$ cat config.mk
export PLATFORM = sky130hd
export DESIGN_NAME = priv_exc_seq
export DESIGN_NICKNAME = d
export VERILOG_FILES = /design/src/rtl/priv_exc_pkg.sv /design/src/rtl/pes_sr_shaper.sv /design/src/rtl/pes_context.sv /design/src/rtl/pes_frame_builder.sv /design/src/rtl/pes_fsm.sv /design/src/rtl/priv_exc_seq.sv
export SDC_FILE = /design/constraint.sdc
export NUM_CORES = 1
export LEC_CHECK = 0
export CAP_MARGIN = 20
export CORE_MARGIN = 2
export CORE_UTILIZATION = 47
export CTS_CLUSTER_SIZE = 12
export DETAILED_ROUTE_END_ITERATION = 8
export PLACE_DENSITY = 0.87
export SYNTH_ARGS = -nofsm -noshare
export SYNTH_HDL_FRONTEND = slang
export SYNTH_HIERARCHICAL = 1
export SYNTH_SLANG_ARGS = --single-unit
$ cat constraint.sdc
create_clock -name clk -period 5.24 [get_ports clk]
set_clock_uncertainty 0.05 [all_clocks]
set_input_delay 1.048 -clock clk [delete_from_list [all_inputs] [get_ports clk]]
set_output_delay 1.048 -clock clk [all_outputs]
set_load 0.03 [all_outputs]
$ cat src/rtl/priv_exc_pkg.sv
package priv_exc_pkg;

    typedef enum logic [3:0] {
        ST_IDLE,
        ST_ENTER,
        ST_PUSH_OFS,
        ST_PUSH_PCL,
        ST_PUSH_PCH,
        ST_PUSH_SR,
        ST_VEC_FETCH,
        ST_REDIRECT
    } seq_state_t;

    // Status register bit positions that other logic decodes
    localparam int SR_SUP_BIT = 13;
    localparam int SR_TR0_BIT = 14;
    localparam int SR_TR1_BIT = 15;

    // Stack frame format code placed in the top nibble of the offset word
    localparam logic [3:0] FRAME_FMT = 4'h0;

endpackage

$ cat src/rtl/pes_sr_shaper.sv
module pes_sr_shaper #(
    parameter int SR_W = 16
) (
    input  logic [SR_W-1:0] sr_snap,
    output logic [SR_W-1:0] sr_sup
);
    import priv_exc_pkg::*;

    always_comb begin
        sr_sup             = sr_snap;
        sr_sup[SR_SUP_BIT] = 1'b1;
        sr_sup[SR_TR1_BIT] = 1'b0;
        sr_sup[SR_TR0_BIT] = 1'b0;
    end

endmodule

$ cat src/rtl/pes_context.sv
module pes_context #(
    parameter int ADDR_W = 32,
    parameter int SR_W   = 16,
    parameter int WORD_W = 16
) (
    input  logic              clk,
    input  logic              rst_n,
    input  logic              capture,
    input  logic              wr_fire,
    input  logic              rd_fire,
    input  logic [ADDR_W-1:0] cur_pc,
    input  logic [SR_W-1:0]   sr_in,
    input  logic [ADDR_W-1:0] sp_in,
    input  logic [ADDR_W-1:0] vbr_in,
    input  logic [ADDR_W-1:0] rd_data,
    output logic [ADDR_W-1:0] pc_snap,
    output logic [SR_W-1:0]   sr_snap,
    output logic [ADDR_W-1:0] sp_work,
    output logic [ADDR_W-1:0] vbr_snap,
    output logic [ADDR_W-1:0] pc_vec
);
    localparam logic [ADDR_W-1:0] WORD_BYTES = ADDR_W'(WORD_W / 8);

    always_ff @(posedge clk) begin
        if (!rst_n) begin
            pc_snap  <= '0;
            sr_snap  <= '0;
            sp_work  <= '0;
            vbr_snap <= '0;
            pc_vec   <= '0;
        end else begin
            if (capture) begin
                pc_snap  <= cur_pc;
                sr_snap  <= sr_in;
                sp_work  <= sp_in;
                vbr_snap <= vbr_in;
            end else if (wr_fire) begin
                sp_work <= sp_work - WORD_BYTES;
            end
            if (rd_fire) begin
                pc_vec <= rd_data;
            end
        end
    end

endmodule

$ cat src/rtl/pes_frame_builder.sv
module pes_frame_builder #(
    parameter int ADDR_W  = 32,
    parameter int SR_W    = 16,
    parameter int WORD_W  = 16,
    parameter int VEC_NUM = 8
) (
    input  priv_exc_pkg::seq_state_t state,
    input  logic [ADDR_W-1:0]        pc_snap,
    input  logic [SR_W-1:0]          sr_snap,
    input  logic [ADDR_W-1:0]        sp_work,
    input  logic [ADDR_W-1:0]        vbr_snap,
    output logic [ADDR_W-1:0]        wr_addr,
    output logic [WORD_W-1:0]        wr_data,
    output logic [ADDR_W-1:0]        vec_addr
);
    import priv_exc_pkg::*;

    localparam int                OFS_W      = WORD_W - 4;
    localparam int                VEC_OFS    = VEC_NUM * 4;
    localparam logic [WORD_W-1:0] OFS_WORD   = {FRAME_FMT, OFS_W'(VEC_OFS)};
    localparam logic [ADDR_W-1:0] WORD_BYTES = ADDR_W'(WORD_W / 8);

    logic [WORD_W-1:0] pc_lo;
    logic [WORD_W-1:0] pc_hi;

    assign pc_lo    = pc_snap[WORD_W-1:0];
    assign pc_hi    = WORD_W'(pc_snap >> WORD_W);
    assign wr_addr  = sp_work - WORD_BYTES;
    assign vec_addr = vbr_snap + ADDR_W'(VEC_OFS);

    always_comb begin
        unique case (state)
            ST_PUSH_OFS: wr_data = OFS_WORD;
            ST_PUSH_PCL: wr_data = pc_lo;
            ST_PUSH_PCH: wr_data = pc_hi;
            ST_PUSH_SR:  wr_data = WORD_W'(sr_snap);
            default:     wr_data = '0;
        endcase
    end

endmodule

$ cat src/rtl/pes_fsm.sv
module pes_fsm (
    input  logic                      clk,
    input  logic                      rst_n,
    input  logic                      trigger,
    input  logic                      wr_ack,
    input  logic                      rd_ack,
    output priv_exc_pkg::seq_state_t  state,
    output logic                      busy,
    output logic                      sr_we,
    output logic                      wr_req,
    output logic                      rd_req,
    output logic                      pc_load,
    output logic                      sp_we
);
    import priv_exc_pkg::*;

    seq_state_t state_q;
    seq_state_t state_d;

    // State register
    always_ff @(posedge clk) begin
        if (!rst_n) state_q <= ST_IDLE;
        else        state_q <= state_d;
    end

    // Transitions
    always_comb begin
        state_d = state_q;
        unique case (state_q)
            ST_IDLE:      if (trigger) state_d = ST_ENTER;
            ST_ENTER:     state_d = ST_PUSH_OFS;
            ST_PUSH_OFS:  if (wr_ack) state_d = ST_PUSH_PCL;
            ST_PUSH_PCL:  if (wr_ack) state_d = ST_PUSH_PCH;
            ST_PUSH_PCH:  if (wr_ack) state_d = ST_PUSH_SR;
            ST_PUSH_SR:   if (wr_ack) state_d = ST_VEC_FETCH;
            ST_VEC_FETCH: if (rd_ack) state_d = ST_REDIRECT;
            ST_REDIRECT:  state_d = ST_IDLE;
            default:      state_d = ST_IDLE;
        endcase
    end

    // Outputs
    always_comb begin
        busy    = 1'b1;
        sr_we   = 1'b0;
        wr_req  = 1'b0;
        rd_req  = 1'b0;
        pc_load = 1'b0;
        sp_we   = 1'b0;
        unique case (state_q)
            ST_IDLE:      busy = 1'b0;
            ST_ENTER:     sr_we = 1'b1;
            ST_PUSH_OFS,
            ST_PUSH_PCL,
            ST_PUSH_PCH,
            ST_PUSH_SR:   wr_req = 1'b1;
            ST_VEC_FETCH: rd_req = 1'b1;
            ST_REDIRECT: begin
                pc_load = 1'b1;
                sp_we   = 1'b1;
            end
            default:      busy = 1'b0;
        endcase
    end

    assign state = state_q;

endmodule

$ cat src/rtl/priv_exc_seq.sv
module priv_exc_seq #(
    parameter int ADDR_W  = 32,
    parameter int SR_W    = 16,
    parameter int WORD_W  = 16,
    parameter int VEC_NUM = 8
) (
    input  logic              clk,
    input  logic              rst_n,
    input  logic              dec_valid,
    input  logic              dec_priv,
    input  logic [ADDR_W-1:0] cur_pc,
    input  logic [SR_W-1:0]   sr_in,
    input  logic [ADDR_W-1:0] sp_in,
    input  logic [ADDR_W-1:0] vbr_in,
    output logic              exec_inhibit,
    output logic              busy,
    output logic              sr_we,
    output logic [SR_W-1:0]   sr_out,
    output logic              mem_wr_req,
    output logic [ADDR_W-1:0] mem_wr_addr,
    output logic [WORD_W-1:0] mem_wr_data,
    input  logic              mem_wr_ack,
    output logic              vec_rd_req,
    output logic [ADDR_W-1:0] vec_rd_addr,
    input  logic              vec_rd_ack,
    input  logic [ADDR_W-1:0] vec_rd_data,
    output logic              pc_load,
    output logic [ADDR_W-1:0] pc_new,
    output logic              sp_we,
    output logic [ADDR_W-1:0] sp_out
);
    import priv_exc_pkg::*;

    seq_state_t        state;
    logic              trigger;
    logic              wr_fire;
    logic              rd_fire;
    logic [ADDR_W-1:0] pc_snap;
    logic [SR_W-1:0]   sr_snap;
    logic [ADDR_W-1:0] sp_work;
    logic [ADDR_W-1:0] vbr_snap;
    logic [ADDR_W-1:0] pc_vec;

    assign trigger      = dec_valid && dec_priv && !sr_in[SR_SUP_BIT] && !busy;
    assign exec_inhibit = trigger || busy;
    assign wr_fire      = mem_wr_req && mem_wr_ack;
    assign rd_fire      = vec_rd_req && vec_rd_ack;

    pes_fsm u_fsm (
        .clk     (clk),
        .rst_n   (rst_n),
        .trigger (trigger),
        .wr_ack  (mem_wr_ack),
        .rd_ack  (vec_rd_ack),
        .state   (state),
        .busy    (busy),
        .sr_we   (sr_we),
        .wr_req  (mem_wr_req),
        .rd_req  (vec_rd_req),
        .pc_load (pc_load),
        .sp_we   (sp_we)
    );

    pes_context #(.ADDR_W(ADDR_W), .SR_W(SR_W), .WORD_W(WORD_W)) u_ctx (
        .clk      (clk),
        .rst_n    (rst_n),
        .capture  (trigger),
        .wr_fire  (wr_fire),
        .rd_fire  (rd_fire),
        .cur_pc   (cur_pc),
        .sr_in    (sr_in),
        .sp_in    (sp_in),
        .vbr_in   (vbr_in),
        .rd_data  (vec_rd_data),
        .pc_snap  (pc_snap),
        .sr_snap  (sr_snap),
        .sp_work  (sp_work),
        .vbr_snap (vbr_snap),
        .pc_vec   (pc_vec)
    );

    pes_frame_builder #(
        .ADDR_W(ADDR_W), .SR_W(SR_W), .WORD_W(WORD_W), .VEC_NUM(VEC_NUM)
    ) u_frame (
        .state    (state),
        .pc_snap  (pc_snap),
        .sr_snap  (sr_snap),
        .sp_work  (sp_work),
        .vbr_snap (vbr_snap),
        .wr_addr  (mem_wr_addr),
        .wr_data  (mem_wr_data),
        .vec_addr (vec_rd_addr)
    );

    pes_sr_shaper #(.SR_W(SR_W)) u_shape (
        .sr_snap (sr_snap),
        .sr_sup  (sr_out)
    );

    assign pc_new = pc_vec;
    assign sp_out = sp_work;

endmodule

* Word-level counts from Yosys, hierarchy flattened *
Index checks and enable logic that the tools add are counted.

cells by class
  $add $sub $neg = 2
  equality and inequality tests = 13
  muxes and demuxes = 15
  reduce and logical (&&, ||, !) cells = 13

operators with widths
  operator                                                              count
  32-bit 2-to-1 mux                                                     2
  16-bit one-hot mux with 4 select lines                                1
  32-bit by 6-bit adder with 32-bit output, second input constant       1
  32-bit by 2-bit subtractor with 32-bit output, second input constant  1
  4-bit one-hot mux with 7 select lines                                 1
  4-bit 2-to-1 mux                                                      6
  4-bit by 3-bit == test with 1-bit output, second input constant       4
  2-bit != test, second input constant                                  6
  4-bit by 2-bit == test with 1-bit output, second input constant       2
  7-bit OR reduction                                                    1
  6-bit AND reduction                                                   1
  1-bit logical AND                                                     5
  1-bit 2-to-1 mux                                                      5
  4-bit by 1-bit == test with 1-bit output, second input constant       1
  4-bit logical NOT                                                     1
  4-bit OR reduction                                                    1
  1-bit logical NOT                                                     2
  2-bit nonzero test                                                    1
  1-bit logical OR                                                      1

storage, ports and cells
  bits in registers = 148
  output and inout port bits = 167
  word-level logic and storage cells = 49

* Depth between registers and ports, before layout *
Gate-level depths: netlist (run 1).

  depth after elaboration = 7
  mapped depth = 9

* Cells and area by module *
The synthesis (run 1) kept the hierarchy.

modules (own cells, without submodules)
  module             instances  cells an instance  area an instance (µm²)  sequential area each (µm²)
  pes_context        1          593                5,805.6                 2,882.8
  pes_frame_builder  1          214                1,496.4                 0.0
  pes_fsm            1          27                 261.5                   60.1
  pes_sr_shaper      1          18                 127.6                   0.0
  priv_exc_seq       1          5                  45.0                    0.0

* Worst setup path before layout (run 1) *
Ideal clock, no wire load.

  path type = flip-flop to output port
  start point = reg u_ctx.sp_work[1]
  end point = out mem_wr_addr[31]
  arrival = 2.366 ns
  data required time = 4.142 ns
  path slack = 1.776 ns
  stages on the path, launching flop included = 8
  buffers on the path = 1
  cell sequence = dfxtp_1 > inv_1 > ha_1 > nor3b_2 > and4_1 > clkbuf_1 > nand4b_1 > xnor2_1

on the way
  cells in the longest elaborated chain, start to end = 1

ends and longest elaborated chain
  item                                           line                     RTL
  start: declaration                             pes_context.sv:18        output logic [ADDR_W-1:0] sp_work,
  start signal: assignment                       pes_context.sv:35        sp_work <= sp_in;
  start signal: assignment                       pes_context.sv:38        sp_work <= sp_work - WORD_BYTES;
  32-bit by 2-bit subtractor with 32-bit output  pes_frame_builder.sv:28  assign wr_addr = sp_work - WORD_BYTES;
  end: declaration                               priv_exc_seq.sv:20       output logic [ADDR_W-1:0] mem_wr_addr,

No other way between the ends.

* Final worst setup path (run 1) *
  start point = reg u_fsm.state_q[2] (netlist: u_fsm/state[2])
  end point = out mem_wr_data[14]

on the way
  cells in the longest elaborated chain, start to end = 2
  elaborated cells on any way between the ends = 5
  classes of those cells = 4 x eq/ne; 1 x mux

ends and longest elaborated chain
  item                                                                                                  line                     RTL
  start: declaration                                                                                    pes_fsm.sv:17            seq_state_t state_q;
  start signal: assignment                                                                              pes_fsm.sv:23            else state_q <= state_d;
  4-bit by 3-bit == test with 1-bit output or 4-bit by 2-bit == test with 1-bit output (tied branches)  pes_frame_builder.sv:32  unique case (state)
  16-bit one-hot mux with 4 select lines (*)                                                            pes_frame_builder.sv:32
  end: declaration                                                                                      priv_exc_seq.sv:21       output logic [WORD_W-1:0] mem_wr_data,

Every way passes the cells marked *; elsewhere a longest branch is shown, timed or not.

==> results of run 1 <==
-- how the worst max path moves through the flow --
stage | from | endpoint | slack (ns) | cells past startpoint
floorplan | u_ctx/sp_work[1] | mem_wr_addr[31] | 1.78 | 7
global placement | mem_wr_ack | u_ctx/sp_work[29] | 1.48 | 6
detailed placement | mem_wr_ack | u_ctx/sp_work[29] | 1.42 | 6
CTS | u_fsm/state[2] | mem_wr_data[14] | 1.0 | 4
global route | u_fsm/state[2] | mem_wr_data[2] | 0.84 | 4
finish | u_fsm/state[2] | mem_wr_data[14] | 0.98 | 4
-- kinds of logic after synthesis --
logic type,after synthesis,synth area share (%)
fa+ha+maj,3,0.485
buf+inv,98,6.49
simple gates,337,24.0
flops,147,38.0
xor+xnor,66,7.71
other cells,3,0.146
mux,117,15.2
compound gates,86,7.93
-- placed cells by master (no fill, tap or decap), drive strengths merged, types with 16 or more instances in the layout --
master	Yosys	final
clkdlybuf4s50	0	313
dfxtp	147	147
nor2	136	136
mux2i	116	116
xnor2	42	42
nand2	35	35
nand3	28	28
inv	25	25
o21ai	25	25
xor2	24	24
clkbuf	29	18
nand4	17	17
nor3	17	17
nor4	17	17
or3	16	16
-- metal layers --
layer  wire (um)  vias up  global-route usage [%]
met2       12900      399                    48.0
met4         720        0                    11.4
met5           0        -                       0
met3        2670       44                    9.92
met1       10400     3617                    34.1
li1            -     3537                       -
-- cell type report --
| cell class | instances | share of cell area, % |
|---|---|---|
| multi-input combinational | 613 | 37.8 |
| timing repair buffer | 318 | 27.9 |
| sequential | 147 | 25.8 |
| clock buffer | 18 | 3.85 |
| tap | 216 | 2.37 |
| clock inverter | 13 | 1.39 |
| inverter | 25 | 0.833 |
| antenna | 2 | 0.0439 |
-- sequential cells by signal, indices dropped and copies added, names as in the netlist --
name,cells
u_ctx/pc_vec,32
u_ctx/sp_work,32
u_fsm/state,3
u_ctx/pc_snap,32
u_ctx/vbr_snap,32
u_ctx/sr_snap,16
-- power groups by stage --
stage	combinational (mW)	sequential [mW]	clock [mW]
6_report	0.962	1.24	1.24
5_1_grt	1.01	1.24	1.30
4_1_cts	0.961	1.23	1.25
3_5_place_dp	0.957	1.26	0
3_3_place_gp	0.940	1.26	0
2_1_floorplan	0.552	1.27	0
-- worst register-to-register path: cells and delay by family, from the launching register on --
family | cells | cell delay, ns
flops | 1 | 0.73
compound gates | 1 | 0.25
xor+xnor | 1 | 0.21
simple gates | 4 | 1.81
==> results.yml, run 1 <==
worst_setup_path:
  reg2regPathDepth: 6
  r2r-start: "u_fsm/state[1]"
  critical_path_required_ns: 4.14
  timing.setup.critical_path_class: "flop to output pin"
  r2r_end: "u_ctx/sp_work[29]"
  cp-end-kind: "output pin"
  path_cells: "nor4b_4, a222oi_1, inv_1, clkdlybuf4s50_1"
  crit_path_max_fanout: 15
  max_stage_delay_ns: 1.03
  critPathSlowestCell: "nor4b_4"
  crit_family: "simple AND/OR/NAND/NOR gates"
  r2r_setup_slack_ns: 2.10
  cp_num_buf_inv: 2
  startpoint_type: "flop"
  cp.arrival_ns: 3.16
clock_network:
  cts.htree.levels: 4
  clkSlewWorstSetupHoldPaths_ns: 0.06
  cts_hold_buf: 0
  numCtsBuffers: 17
  cts_tree: "built"
  cts_root_buf: "clkbuf_16"
  clockBufferDepth: 2
  cts.sinks: 147
  insertion_delay_ns: 0.41
  cts_resized: 0
  postCtsSetupBuffers: 0
power_and_ir_drop:
  leakage_nw: 4.13
  peakVddDrop_uv: 204
  sequentialPowerShare_pct: 36.0
  p_total_mw: 3.43
  pwr-share-comb_pct: 28.0
  switching_share_pct: 31.3
  switching_power_mw: 1.08
  p_clk_share_pct: 36.0
  power.internal_mw: 2.36
  power_density_nw_per_um2: 301
hold_path:
  hold_end: "u_ctx/pc_vec[6]"
  worstHoldStart: "u_ctx/pc_vec[6]"
  hold_depth: 2
  min_path_type: "flop to flop"
sta:
  tns_ns: 0
  maxSlewViolCount: 0
  fmax_mhz: 235
  hold_viol: 0
  setup_ws_ns: 0.977
  rsz0062_at_grt: "no"
  worst_pin_slew_ns: 1.15
  min_period_ns: 4.26
  finalCritPeriodShare_pct: 81.3
  holdWs_ns: 0.452
  slew_headroom_pct: 23.3
  setup_viol: 0
die:
  die_h_um: 132
  design.die.area_um2: 17500
  num_io_pins: 317
  initial_core_util_pct: 48.4
  rows: 46
  die-width_um: 132
  core_region_area_um2: 16000
global_routing:
  grt_pass1_wl_mm: 40.1
  grt_antenna_before_repair: 2
  first_global_vias: 7162
  grt_overflow: 0
  track_usage_pct: 28.8
  grt_max_degree: 104
synth:
  synth.avg_cell_area_um2: 9.03
  synth.top_cell.area_share_pct: 38.0
  synth_cell_types: 66
  ys.warnings.count: 6
  ys_seq_elements: 147
  synth_top_area_cell: "dfxtp_1"
  synth_area_leaders: "dfxtp_1 (38%), mux2i_1 (15%), nor2_1 (6.5%), xnor2_1 (4.8%), xor2_1 (2.6%)"
  ys.flop_type: "dfxtp_1"
  synth_commonest_cells: "dfxtp_1 (147), nor2_1 (134), mux2i_1 (116), xnor2_1 (42), nand2_1 (35)"
  syn_inst: 857
  yosysSeqAreaShare_pct: 38.0
  synth.cell_area_um2: 7740
  synthArstFlopShare_pct: 0
  synthMostInstantiatedCell: "dfxtp_1"
  synth_edf_count: 0
detailed_routing:
  wl_per_cell_um: 19.7
  drc: 0
  detail_route.vias_per_cell: 5.62
  ant_nets: 0
  wl_mm: 26.7
  drt_pass1_iterations: 8
  drt_iter0_markers: 782
  num_vias: 7597
cells_and_area:
  drive_gt1_share_pct: 6.35
  seqCellArea_um2: 2940
  utilization_pct: 71.3
  area_growth_pct: 47.5
  stdcell_area_um2: 11400
  nets: 1275
  multi_input_area_um2: 4320
  fin_cells: 1352
  fill_cells: 1195
job:
  drv_cap: 0
placed_design:
  place_inst: 1319
  dp_hpwl_mm: 19.0
  port_buffers: 313
  pre_cts_slack_ns: 1.42
  place.gp.congestion: 0.915
  placed_area_um2: 10800
status:
  outcome: "complete, no violations"
(Power assumes the default switching activity.)
==> run 2: changes to the inputs <==
--- a/config.mk
+++ b/config.mk
@@ -7,10 +7,10 @@
 export LEC_CHECK = 0
 export CAP_MARGIN = 20
 export CORE_MARGIN = 2
-export CORE_UTILIZATION = 47
+export CORE_UTILIZATION = 40
 export CTS_CLUSTER_SIZE = 12
 export DETAILED_ROUTE_END_ITERATION = 8
-export PLACE_DENSITY = 0.87
+export PLACE_DENSITY = 0.78
 export SYNTH_ARGS = -nofsm -noshare
 export SYNTH_HDL_FRONTEND = slang
 export SYNTH_HIERARCHICAL = 1
==> constraint.sdc (replaced) <==
create_clock -name clk -period 3.6 [get_ports clk]
set_clock_uncertainty 0.05 [all_clocks]
set_input_delay 0.72 -clock clk [delete_from_list [all_inputs] [get_ports clk]]
set_output_delay 0.72 -clock clk [all_outputs]
set_load 0.03 [all_outputs]
==> run 2 against run 1 <==
  * Cell area rose by 2.5%
  * Sequential share of layout area is 0.64 points lower
  * Power is 46% higher
  * Largest cell class unchanged
==> results.yml, run 2 (synthesis gave the netlist of run 1 again) <==
detailed_routing:
  drc: 0
  num_vias: 7461
  wl_mm: 24.8
  drt_pass1_iterations: 6
  detail_route.vias_per_cell: 5.26
  ant_nets: 0
  wl_per_cell_um: 17.5
  drt_iter0_markers: 394
clock_network:
  cts.htree.levels: 4
  cts_tree: "built"
  postCtsSetupBuffers: 0
  clockBufferDepth: 2
  numCtsBuffers: 17
  clkSlewWorstSetupHoldPaths_ns: 0.07
  insertion_delay_ns: 0.43
  cts_root_buf: "clkbuf_16"
  cts.sinks: 147
placed_design:
  place.gp.congestion: 0.844
  port_buffers: 313
  placed_area_um2: 11000
  dp_hpwl_mm: 18.3
job:
  drv_cap: 0
cells_and_area:
  layout_commonest_cell: "clkdlybuf4s50_1"
  drive_gt1_share_pct: 8.55
  fill_cells: 1641
  n_antenna_cell: 0
  final_cell_mix: "clkdlybuf4s50_1 (295), dfxtp_1 (147), nor2_1 (134), mux2i_1 (116), xnor2_1 (42)"
  nets: 1298
  area_growth_pct: 51.2
  stdcell_area_um2: 11700
global_routing:
  top_usage_layer: "met2"
  track_usage_pct: 23.5
  grt_max_degree: 110
  grt_util_met2_pct: 39.1
  grtUsageMet3_pct: 9.39
  first_global_vias: 7193
  grt_antenna_before_repair: 0
  grt_overflow: 0
  met1_usage_pct: 27.0
  grt_pass1_wl_mm: 37.4
worst_setup_path:
  timing.setup.critical_path_class: "flop to output pin"
  startpoint_type: "flop"
  cp-end-kind: "output pin"
  critical_path_required_ns: 2.83
  cp.arrival_ns: 2.70
  crit_path_max_fanout: 8
sta:
  tns_ns: 0
  setup_viol: 0
  worst_pin_slew_ns: 0.666
  hold_viol: 0
  fmax_mhz: 288
  slew_headroom_pct: 55.6
  finalCritPeriodShare_pct: 96.5
  min_period_ns: 3.47
  maxSlewViolCount: 0
power_and_ir_drop:
  p_total_mw: 5.00
  power_density_nw_per_um2: 427
  peakVddDrop_uv: 335
  leakage_nw: 4.54
die:
  die-width_um: 143
  design.die.area_um2: 20500
  num_io_pins: 317
  die_h_um: 143
  rows: 50
  initial_core_util_pct: 41.1
  core_region_area_um2: 18800
status:
  outcome: "complete, no violations"
hold_path:
  min_path_type: "flop to flop"
## run 2: cell types whose count changed in the layout (fill, tap and decap cells not counted), sizes merged
cell,previous run,this run
dlygate4sd2,0,1
buf,5,28
clkinv,10,4
bufinv,3,1
clkdlybuf4s50,313,295
diode,2,0
clkinvlp,0,1
dlymetal6s2s,0,17
inv,25,34
clkbuf,18,17
## run 2: routing by layer
layer	vias to the layer above	part of all wire [%]
met2	327	48
met1	3506	39
met4	0	2.8
met3	44	10
li1	3584	-
met5	-	0
## run 2: report_power, final
group / switching, mW / total (mW) / internal [mW]
Clock: 0.796 / 1.78 / 0.986
Combinational: 0.792 / 1.45 / 0.656
Sequential: 0.0808 / 1.77 / 1.69
Total: 1.67 / 5.00 / 3.33
## run 2: stage by stage
step | hold WS, ns | util, % | instances | setup WS [ns]
after floorplan | 0.409 | - | 858 | 0.464
after global placement | 0.422 | 58.7 | 1386 | 0.378
after detailed placement | 0.435 | 58.7 | 1386 | 0.347
after CTS | 0.451 | 61.9 | 1418 | 0.00378
after global routing | 0.476 | 62.1 | 1418 | -0.00211
final | 0.446 | 62.1 | 1418 | 0.128
## run 2: worst max-delay path, stage by stage (launching register included)
cell and delay, ns:
dfxtp_1 0.42, or4_4 0.66, nor3_1 0.33, xor2_1 0.18
clkdlybuf4s50_1 0.69
## run 2: final cells by class
class	instances	area (um^2)	area share (%)
Clock buffer	17	425	3.64
Clock inverter	15	161	1.38
Inverter	25	95.1	0.813
Multi-Input combinational cell	613	4340	37.1
Sequential cell	147	2940	25.2
Tap cell	260	325	2.78
Timing Repair Buffer	341	3410	29.1
## run 2: path summary, 6_finish.rpt
path                    startpoint                end  slack, ns  cells past startpoint
hold / removal     u_ctx/pc_vec[8]    u_ctx/pc_vec[8]       0.45                      2
hold reg to reg    u_ctx/pc_vec[8]    u_ctx/pc_vec[8]       0.45                      2
setup reg to reg    u_fsm/state[2]  u_ctx/sp_work[29]       0.81                      7
setup / recovery  u_ctx/sp_work[7]    mem_wr_addr[10]       0.13                      4
## run 2: what timing repair did
action | in CTS | in global routing
gates resized for setup | 5 | 18
endpoints found under the setup margin | 12 | 18
cloned | 0 | 0
hold buffers | 0 | 0
